### src/rtl/turn_pkg.sv
package turn_pkg;

    localparam int REG_W       = 32;
    localparam int CODE_W      = 3;
    localparam int CODE_LSB    = 27;
    localparam int CNT_W       = 3;
    localparam logic [CODE_W-1:0] CODE_RST = 3'b011;

    typedef logic [CODE_W-1:0] idle_code_t;
    typedef logic [CNT_W-1:0]  idle_cnt_t;

    typedef struct packed {
        logic drive_mem;   // bit 1: address/select/strobe/byte-enable group
        logic drive_clk;   // bit 0: clock/clock-enable/row-column group
    } standby_cfg_t;

    function automatic idle_cnt_t code_to_cycles(idle_code_t code);
        case (code)
            3'b000:  return idle_cnt_t'(0);
            3'b001:  return idle_cnt_t'(1);
            3'b010:  return idle_cnt_t'(2);
            default: return idle_cnt_t'(4);
        endcase
    endfunction

    function automatic logic [REG_W-1:0] pack_area_reg(idle_code_t code);
        logic [REG_W-1:0] v;
        v = '0;
        v[CODE_LSB +: CODE_W] = code;
        return v;
    endfunction

endpackage

### src/rtl/turn_cfg_regs.sv
module turn_cfg_regs
    import turn_pkg::*;
#(
    parameter int NUM_AREAS = 8,
    parameter int AREA_W    = 3,
    parameter int ADDR_W    = 4
) (
    input  logic                 clk,
    input  logic                 rst,
    input  logic                 cfg_we,
    input  logic [ADDR_W-1:0]    cfg_addr,
    input  logic [REG_W-1:0]     cfg_wdata,
    output logic [REG_W-1:0]     cfg_rdata,
    output idle_code_t           idle_codes [NUM_AREAS],
    output standby_cfg_t         sb_cfg
);

    localparam logic [ADDR_W-1:0] GLOBAL_ADDR = ADDR_W'(NUM_AREAS);

    logic is_area;
    assign is_area = (cfg_addr < GLOBAL_ADDR);

    for (genvar a = 0; a < NUM_AREAS; a++) begin : g_area
        always_ff @(posedge clk) begin
            if (rst) begin
                idle_codes[a] <= CODE_RST;
            end else if (cfg_we && cfg_addr == ADDR_W'(a)) begin
                idle_codes[a] <= cfg_wdata[CODE_LSB +: CODE_W];
            end
        end
    end

    always_ff @(posedge clk) begin
        if (rst) begin
            sb_cfg <= '0;
        end else if (cfg_we && cfg_addr == GLOBAL_ADDR) begin
            sb_cfg <= standby_cfg_t'(cfg_wdata[1:0]);
        end
    end

    always_comb begin
        cfg_rdata = '0;
        if (is_area) begin
            cfg_rdata = pack_area_reg(idle_codes[cfg_addr[AREA_W-1:0]]);
        end else if (cfg_addr == GLOBAL_ADDR) begin
            cfg_rdata = {{(REG_W-2){1'b0}}, sb_cfg};
        end
    end

    a_r6_reserved_zero: assert property (@(posedge clk) disable iff (rst)
        cfg_rdata[31:30] == 2'b00);

    a_r6_low_bits_zero: assert property (@(posedge clk) disable iff (rst)
        is_area |-> cfg_rdata[CODE_LSB-1:0] == '0);

    a_r5_reset_global: assert property (@(posedge clk)
        rst |=> sb_cfg == '0);

    a_r11_global_write: assert property (@(posedge clk) disable iff (rst)
        (cfg_we && cfg_addr == GLOBAL_ADDR) |=> sb_cfg == $past(cfg_wdata[1:0]));

endmodule

### src/rtl/turn_idle_ctrl.sv
module turn_idle_ctrl
    import turn_pkg::*;
#(
    parameter int NUM_AREAS = 8,
    parameter int AREA_W    = 3
) (
    input  logic              clk,
    input  logic              rst,
    input  logic              req_valid,
    input  logic              req_write,
    input  logic [AREA_W-1:0] req_area,
    input  idle_code_t        idle_codes [NUM_AREAS],
    output logic              req_ready
);

    idle_cnt_t         gap_cnt;
    logic [AREA_W-1:0] last_wr_area;
    logic              held;
    logic              take_write;

    assign held       = (gap_cnt != '0) && (!req_write || req_area == last_wr_area);
    assign req_ready  = !held;
    assign take_write = req_valid && req_ready && req_write;

    always_ff @(posedge clk) begin
        if (rst) begin
            gap_cnt      <= '0;
            last_wr_area <= '0;
        end else if (take_write) begin
            gap_cnt      <= code_to_cycles(idle_codes[req_area]);
            last_wr_area <= req_area;
        end else if (gap_cnt != '0) begin
            gap_cnt      <= gap_cnt - idle_cnt_t'(1);
        end
    end

    a_r10_countdown: assert property (@(posedge clk) disable iff (rst)
        (gap_cnt != '0 && !take_write) |=> gap_cnt == $past(gap_cnt) - idle_cnt_t'(1));

    a_r10_ready_at_zero: assert property (@(posedge clk) disable iff (rst)
        gap_cnt == '0 |-> req_ready);

    a_r3_read_loads_nothing: assert property (@(posedge clk) disable iff (rst)
        (req_valid && req_ready && !req_write) |=> gap_cnt == '0);

    a_r1_count_bound: assert property (@(posedge clk) disable iff (rst)
        gap_cnt <= idle_cnt_t'(4));

endmodule

### src/rtl/turn_pin_oe.sv
module turn_pin_oe
    import turn_pkg::*;
(
    input  logic         clk,
    input  logic         rst,
    input  logic         standby,
    input  standby_cfg_t sb_cfg,
    output logic         mem_pins_oe,
    output logic         clk_pins_oe
);

    assign mem_pins_oe = !standby || sb_cfg.drive_mem;
    assign clk_pins_oe = !standby || sb_cfg.drive_clk;

    a_r9_active_driven: assert property (@(posedge clk) disable iff (rst)
        !standby |-> (mem_pins_oe && clk_pins_oe));

    a_r8_groups_independent: assert property (@(posedge clk) disable iff (rst)
        (standby && sb_cfg.drive_mem != sb_cfg.drive_clk) |-> mem_pins_oe != clk_pins_oe);

endmodule

### src/rtl/bus_turnaround_gap.sv
module bus_turnaround_gap
    import turn_pkg::*;
#(
    parameter  int NUM_AREAS = 8,
    localparam int AREA_W    = (NUM_AREAS > 1) ? $clog2(NUM_AREAS) : 1,
    localparam int ADDR_W    = $clog2(NUM_AREAS + 1)
) (
    input  logic              clk,
    input  logic              rst,
    input  logic              cfg_we,
    input  logic [ADDR_W-1:0] cfg_addr,
    input  logic [31:0]       cfg_wdata,
    output logic [31:0]       cfg_rdata,
    input  logic              req_valid,
    input  logic              req_write,
    input  logic [AREA_W-1:0] req_area,
    output logic              req_ready,
    input  logic              standby,
    output logic              mem_pins_oe,
    output logic              clk_pins_oe
);

    idle_code_t   idle_codes [NUM_AREAS];
    standby_cfg_t sb_cfg;

    turn_cfg_regs #(
        .NUM_AREAS(NUM_AREAS), .AREA_W(AREA_W), .ADDR_W(ADDR_W)
    ) u_regs (
        .clk(clk), .rst(rst),
        .cfg_we(cfg_we), .cfg_addr(cfg_addr),
        .cfg_wdata(cfg_wdata), .cfg_rdata(cfg_rdata),
        .idle_codes(idle_codes), .sb_cfg(sb_cfg)
    );

    turn_idle_ctrl #(
        .NUM_AREAS(NUM_AREAS), .AREA_W(AREA_W)
    ) u_idle (
        .clk(clk), .rst(rst),
        .req_valid(req_valid), .req_write(req_write), .req_area(req_area),
        .idle_codes(idle_codes), .req_ready(req_ready)
    );

    turn_pin_oe u_oe (
        .clk(clk), .rst(rst),
        .standby(standby), .sb_cfg(sb_cfg),
        .mem_pins_oe(mem_pins_oe), .clk_pins_oe(clk_pins_oe)
    );

endmodule

### config.mk
export PLATFORM = sky130hd
export DESIGN_NAME = bus_turnaround_gap
export DESIGN_NICKNAME = d
export VERILOG_FILES = /design/src/rtl/turn_pkg.sv /design/src/rtl/turn_cfg_regs.sv /design/src/rtl/turn_idle_ctrl.sv /design/src/rtl/turn_pin_oe.sv /design/src/rtl/bus_turnaround_gap.sv
export SDC_FILE = /design/constraint.sdc
export NUM_CORES = 1
export LEC_CHECK = 0
export ABC_AREA = 0
export BUFFER_PORTS_ARGS = -buffer_cell sky130_fd_sc_hd__buf_2
export CAP_MARGIN = 20
export CORE_MARGIN = 4
export CORE_UTILIZATION = 52
export DETAILED_ROUTE_END_ITERATION = 8
export PLACE_DENSITY_LB_ADDON = 0.15
export SETUP_SLACK_MARGIN = 0.05
export SKIP_LAST_GASP = 1
export SYNTH_ARGS = -nofsm -noshare
export SYNTH_HDL_FRONTEND = slang
export SYNTH_SLANG_ARGS = --single-unit
### constraint.sdc
create_clock -name clk -period 4.2 [get_ports clk]
set_clock_uncertainty 0.05 [all_clocks]
set_input_delay 0.63 -clock clk [delete_from_list [all_inputs] [get_ports clk]]
set_output_delay 0.63 -clock clk [all_outputs]
set_load 0.005 [all_outputs]
Word-level counts from Yosys, hierarchy flattened
Index checks and enable logic that the tools add are counted.
- flip-flop bits (word level): 32
- input bits: 45
- $add $sub $neg: 1
- order comparisons: 3
- equal/unequal tests: 11
- multiplexer cells: 11
- bitwise logic cells: 2
- reductions and logical operators: 22
- operators with widths (cell ; count):
    $mux 32 ; 1
    $bmux 3 s3 ; 2
    $mux 3 ; 6
    $eq 4x3->1 const B ; 4
    $logic_and 1x1->1 ; 12
    $pmux 3 s3 ; 1
    $eq 4x2->1 const B ; 2
    $ge 4x4->1 const B ; 2
    $not 3->4 ; 2
    $eq 4x1->1 const B ; 1
    $eq 4x4->1 const B ; 1
    $logic_not 4->1 ; 1
    $lt 4x4->1 const B ; 1
    $eq 3x1->1 const B ; 1
    $eq 3x2->1 const B ; 1
    $eq 3x3->1 ; 1
    $logic_not 1->1 ; 3
    $logic_not 3->1 ; 1
    $logic_or 1x1->1 ; 3
    $reduce_bool 3->1 ; 1
    $sub 3x1->3 const B ; 1
    $mux 2 ; 1
    $reduce_bool 2->1 ; 1

Depth between registers and ports, before layout
- word-level depth: 7
- gate-level depth with buffers: 6
- depth with buffers taken out: 6

Modules after synthesis
Synthesis repeated with hierarchy kept, for this count alone.
- cells, all modules: 227
- area, all modules: 2098.3 um2
- modules (own cells, without submodules) (module ; instances ; cells each ; area an instance (um2)):
    turn_cfg_regs ; 1 ; 167 ; 1506.4
    turn_idle_ctrl ; 1 ; 58 ; 579.3
    turn_pin_oe ; 1 ; 2 ; 12.5

Least setup slack after synthesis
Ideal clock, no wire load.
- path kind: input-to-output
- start point: in cfg_addr[0]
- end point: out cfg_rdata[27]
- arrival: 1.940 ns
- data required time: 3.520 ns
- path slack: 1.580 ns
- stages: 5
- path buffers: 2
- path through: clkbuf_1 > clkbuf_1 > mux4_2 > mux2i_1 > nor2_1
- cells in the longest elaborated chain, start to end: 5
- RTL lines (what ; RTL line ; RTL):
    start, declared ; bus_turnaround_gap.sv:11 ; input logic [ADDR_W-1:0] cfg_addr,
    $not 3->4 (implied by the code) ; turn_cfg_regs.sv:44 ; cfg_rdata = pack_area_reg(idle_codes[cfg_addr[AREA_W-1:0]]);
    $bmux 3 s3 ; turn_cfg_regs.sv:44 ;
    $mux 3 (implied by the code) (2 in series) ; turn_cfg_regs.sv:44 ;
    $mux 32 (*) ; turn_cfg_regs.sv:43 ; if (is_area) begin
    end, declared ; bus_turnaround_gap.sv:13 ; output logic [31:0] cfg_rdata,
Every way passes the cells marked *; elsewhere a longest branch is shown, timed or not. The select of a mux whose other input is x is not followed.

Worst setup path in the final report
- start point: in cfg_addr[0]
- end point: out cfg_rdata[0]
- cells in the longest elaborated chain, start to end: 3
- RTL lines (what ; RTL line):
    branches (longest 2 deep; another with $lt 4x4->1) ; -
    $mux 32 (*) ; turn_cfg_regs.sv:43
Every way passes the cells marked *.

==> flow_summary_export.csv <==
group,metric,value,unit
floorplanning,die_h,69.8,microns
cts,cts_tree,"done",
worst_setup_path,critPathMaxFanout,15,
global_route,busiest_layer,"met2",
global_route,grt.met1_usage,21.7,%
sta,clock.fmax,0.379,GHz
floorplanning,die_x,69.8,microns
cts,numCtsBuffers,5,
power_and_ir_drop,power,0.000741,W
place,preCtsSetupSlack,1580,ps
logic_synthesis,ys_seq_elements,32,
logic_synthesis,ys_warn_count,0,
place,place.gp.congestion,0.805,
global_route,track_usage,17.4,%
layout,n_antenna_cell,0,
floorplanning,start_util,53.9,%
cts,cts_sinks,32,
sta,finalCritPeriodShare,62.8,%
logic_synthesis,synth_area_per_cell,9.29,sq um
routing,viasPerCell,5.31,
worst_setup_path,endpoint_kind,"primary output",
layout,stdcell_count,280,
place,place_area,0.00201,sq mm
logic_synthesis,ys_seq_area_share,32.2,%
sta,hold_viol,0,
sta,period_needed,2640,ps
power_and_ir_drop,leakage,0.894,nW
floorplanning,die-area,0.00488,sq mm
sta,finalSetupTns,0,ps
logic_synthesis,yosysTopAreaCell,"dfxtp_1",
layout,design_area,0.00212,sq mm
worst_setup_path,startpoint_type,"input pin",
global_route,grt_first_pass_wirelength,6730,microns
power_and_ir_drop,ir_drop,217,uV
routing,ant_nets,0,
logic_synthesis,synthTopCellsByArea,"dfxtp_1, buf_4, mux2i_1",
logic_synthesis,synth_area,0.00199,sq mm
worst_setup_path,cp.required,3520,ps
place,portBuffers,25,
min_path,holdCritStartpoint,"u_regs.sb_cfg[1]",
floorplanning,io_pins,80,
sta,rsz0062_at_grt,"no",
power_and_ir_drop,power_density,350,mW/mm^2
layout,final_nets,278,
layout,syn_to_final_growth,6.61,%
routing,dr.first_iter.drc_count,57,
logic_synthesis,yosysUniqueCellTypes,34,
sta,slew_headroom,43.2,%
routing,dr.pass1.iters,4,
floorplanning,core,0.00369,sq mm
sta,tightest_slew,841,ps
routing,vias,1487,
global_route,grt_use_met2,28.3,%
routing,wl_per_cell,14.9,microns
floorplanning,row_count,22,
outcome,status,"complete, no violations",
cts,root_buffer,"clkbuf_8",
logic_synthesis,synth_most_common_cell,"dfxtp_1",
routing,drcViolationCount,0,
routing,drt_wl_total,4160,microns
logic_synthesis,synth_flop_cell,"dfxtp_1",
global_route,antenna_found_initial,0,
place,dp_cells,272,
sta,drv_slew,0,
layout,drive_gt1_share,18.1,%
cts,ctsHoldBuffers,0,
min_path,hp-class,"reg2reg",
logic_synthesis,synth_commonest_cells,"dfxtp_1, nand2_1, buf_4, mux2i_1, nor2_1",
logic_synthesis,yosys.area.top_type_share,32.2,%
worst_setup_path,r2r-start,"u_regs.idle_codes[6]",
cts,clockBufferDepth,2,
worst_setup_path,worstPathArrival,1960,ps
global_route,overflow,0,
cts,post_cts_buffers,0,
cts,clk_latency,280,ps
worst_setup_path,crit_start,"cfg_addr[0]",
sta,timing.final.ws_setup,1560,ps
global_route,grt.met3_usage,4.49,%
logic_synthesis,synth_edf_count,0,
run,cap_violations,0,
cts,htree_num_levels,2,
place,hpwl,3080,microns
sta,finalSetupViolations,0,
global_route,grt_max_degree,22,
cts,clkSlewWorstSetupHoldPaths,70,ps
worst_setup_path,worstSetupPathType,"in2out",
logic_synthesis,postSynthCellCount,214,
layout,fill_cells,348,
cts,cts_resized,0,
logic_synthesis,async_flop_share,0,%
global_route,grt_pass1_vias,1424,
final timing paths:
check	end	slack [ps]	cells after the start
max	cfg_rdata[0]	1560	4
min	u_regs.sb_cfg[1]	430	2
max reg2reg	u_idle.gap_cnt[1]	2240	4
min reg2reg	u_regs.sb_cfg[1]	430	2
critical path: stages:
cell     delay (ps)
buf_2           210
nor4b_1         790
and2_1          220
buf_2           110
through the flow:
stage,utilization (%),hold slack (ps)
5_1_grt,57.5,452
6_report,57.5,425
2_1_floorplan,-,390
3_3_place_gp,54.4,403
3_5_place_dp,54.4,415
4_1_cts,57.5,428
cells in the final DEF, fill, tap and decap left out, types with 2 or more instances in the layout:
cell      netlist  routed
nand2b_1        5       5
a211o_1         3       3
nand2_1        31      31
nand3_1         7       7
nor3b_1         3       3
nor2b_1         2       2
mux2i_1        17      17
inv_1           5       5
a31oi_1         2       2
clkbuf_8        0       5
a21oi_1         7       7
o21ai_0         4       4
xnor2_1         3       3
mux4_2          6       6
nor2_1         14      14
and2_1          3       3
mux2_2          3       3
conb_1          1      27
nand3b_1        3       3
o211ai_1        6       6
dfxtp_1        32      32
buf_2           0      25
ha_1            2       2
mux4_1          6       6
per-layer routing:
metal | share of wire (%) | routed length (microns)
met5 | 0 | 0
met4 | 1.7 | 72
met3 | 5.1 | 211
met2 | 48 | 1990
met1 | 45 | 1890
cells by family after synthesis:
kind of cell / after synthesis / share of synthesized area (%)
AOI/OAI and AO/OA: 25 / 8.37
buffers and inverters: 46 / 14.2
muxes: 32 / 25.0
DFF: 32 / 32.2
and+or+nand+nor: 73 / 17.5
other: 1 / 0.189
adders and majority gates: 2 / 1.26
xor gates and xnor gates: 3 / 1.32
power breakdown:
group	total [W]	internal, W	switching (W)
logic	0.000123	0.0000531	0.0000695
registers	0.000325	0.000317	0.00000789
clock network	0.000294	0.000175	0.000119
total	0.000741	0.000545	0.000196
cell type report:
class	count	area (sq um)	share of cell area [%]
clock buffer	5	68.8	3.25
clock inverter	3	42.5	2.01
inverter	5	18.8	0.885
multi-input combinational	162	1160	54.9
sequential	32	641	30.2
tap	48	60.1	2.83
timing repair buffer	25	125	5.90
state kept, by name (all words and copies together), names as in the netlist:
register,cells
u_regs.idle_codes,24
u_idle.gap_cnt,3
u_idle.last_wr_area,3
u_regs.sb_cfg,2
Note: power is estimated with default switching activity, not from simulation.
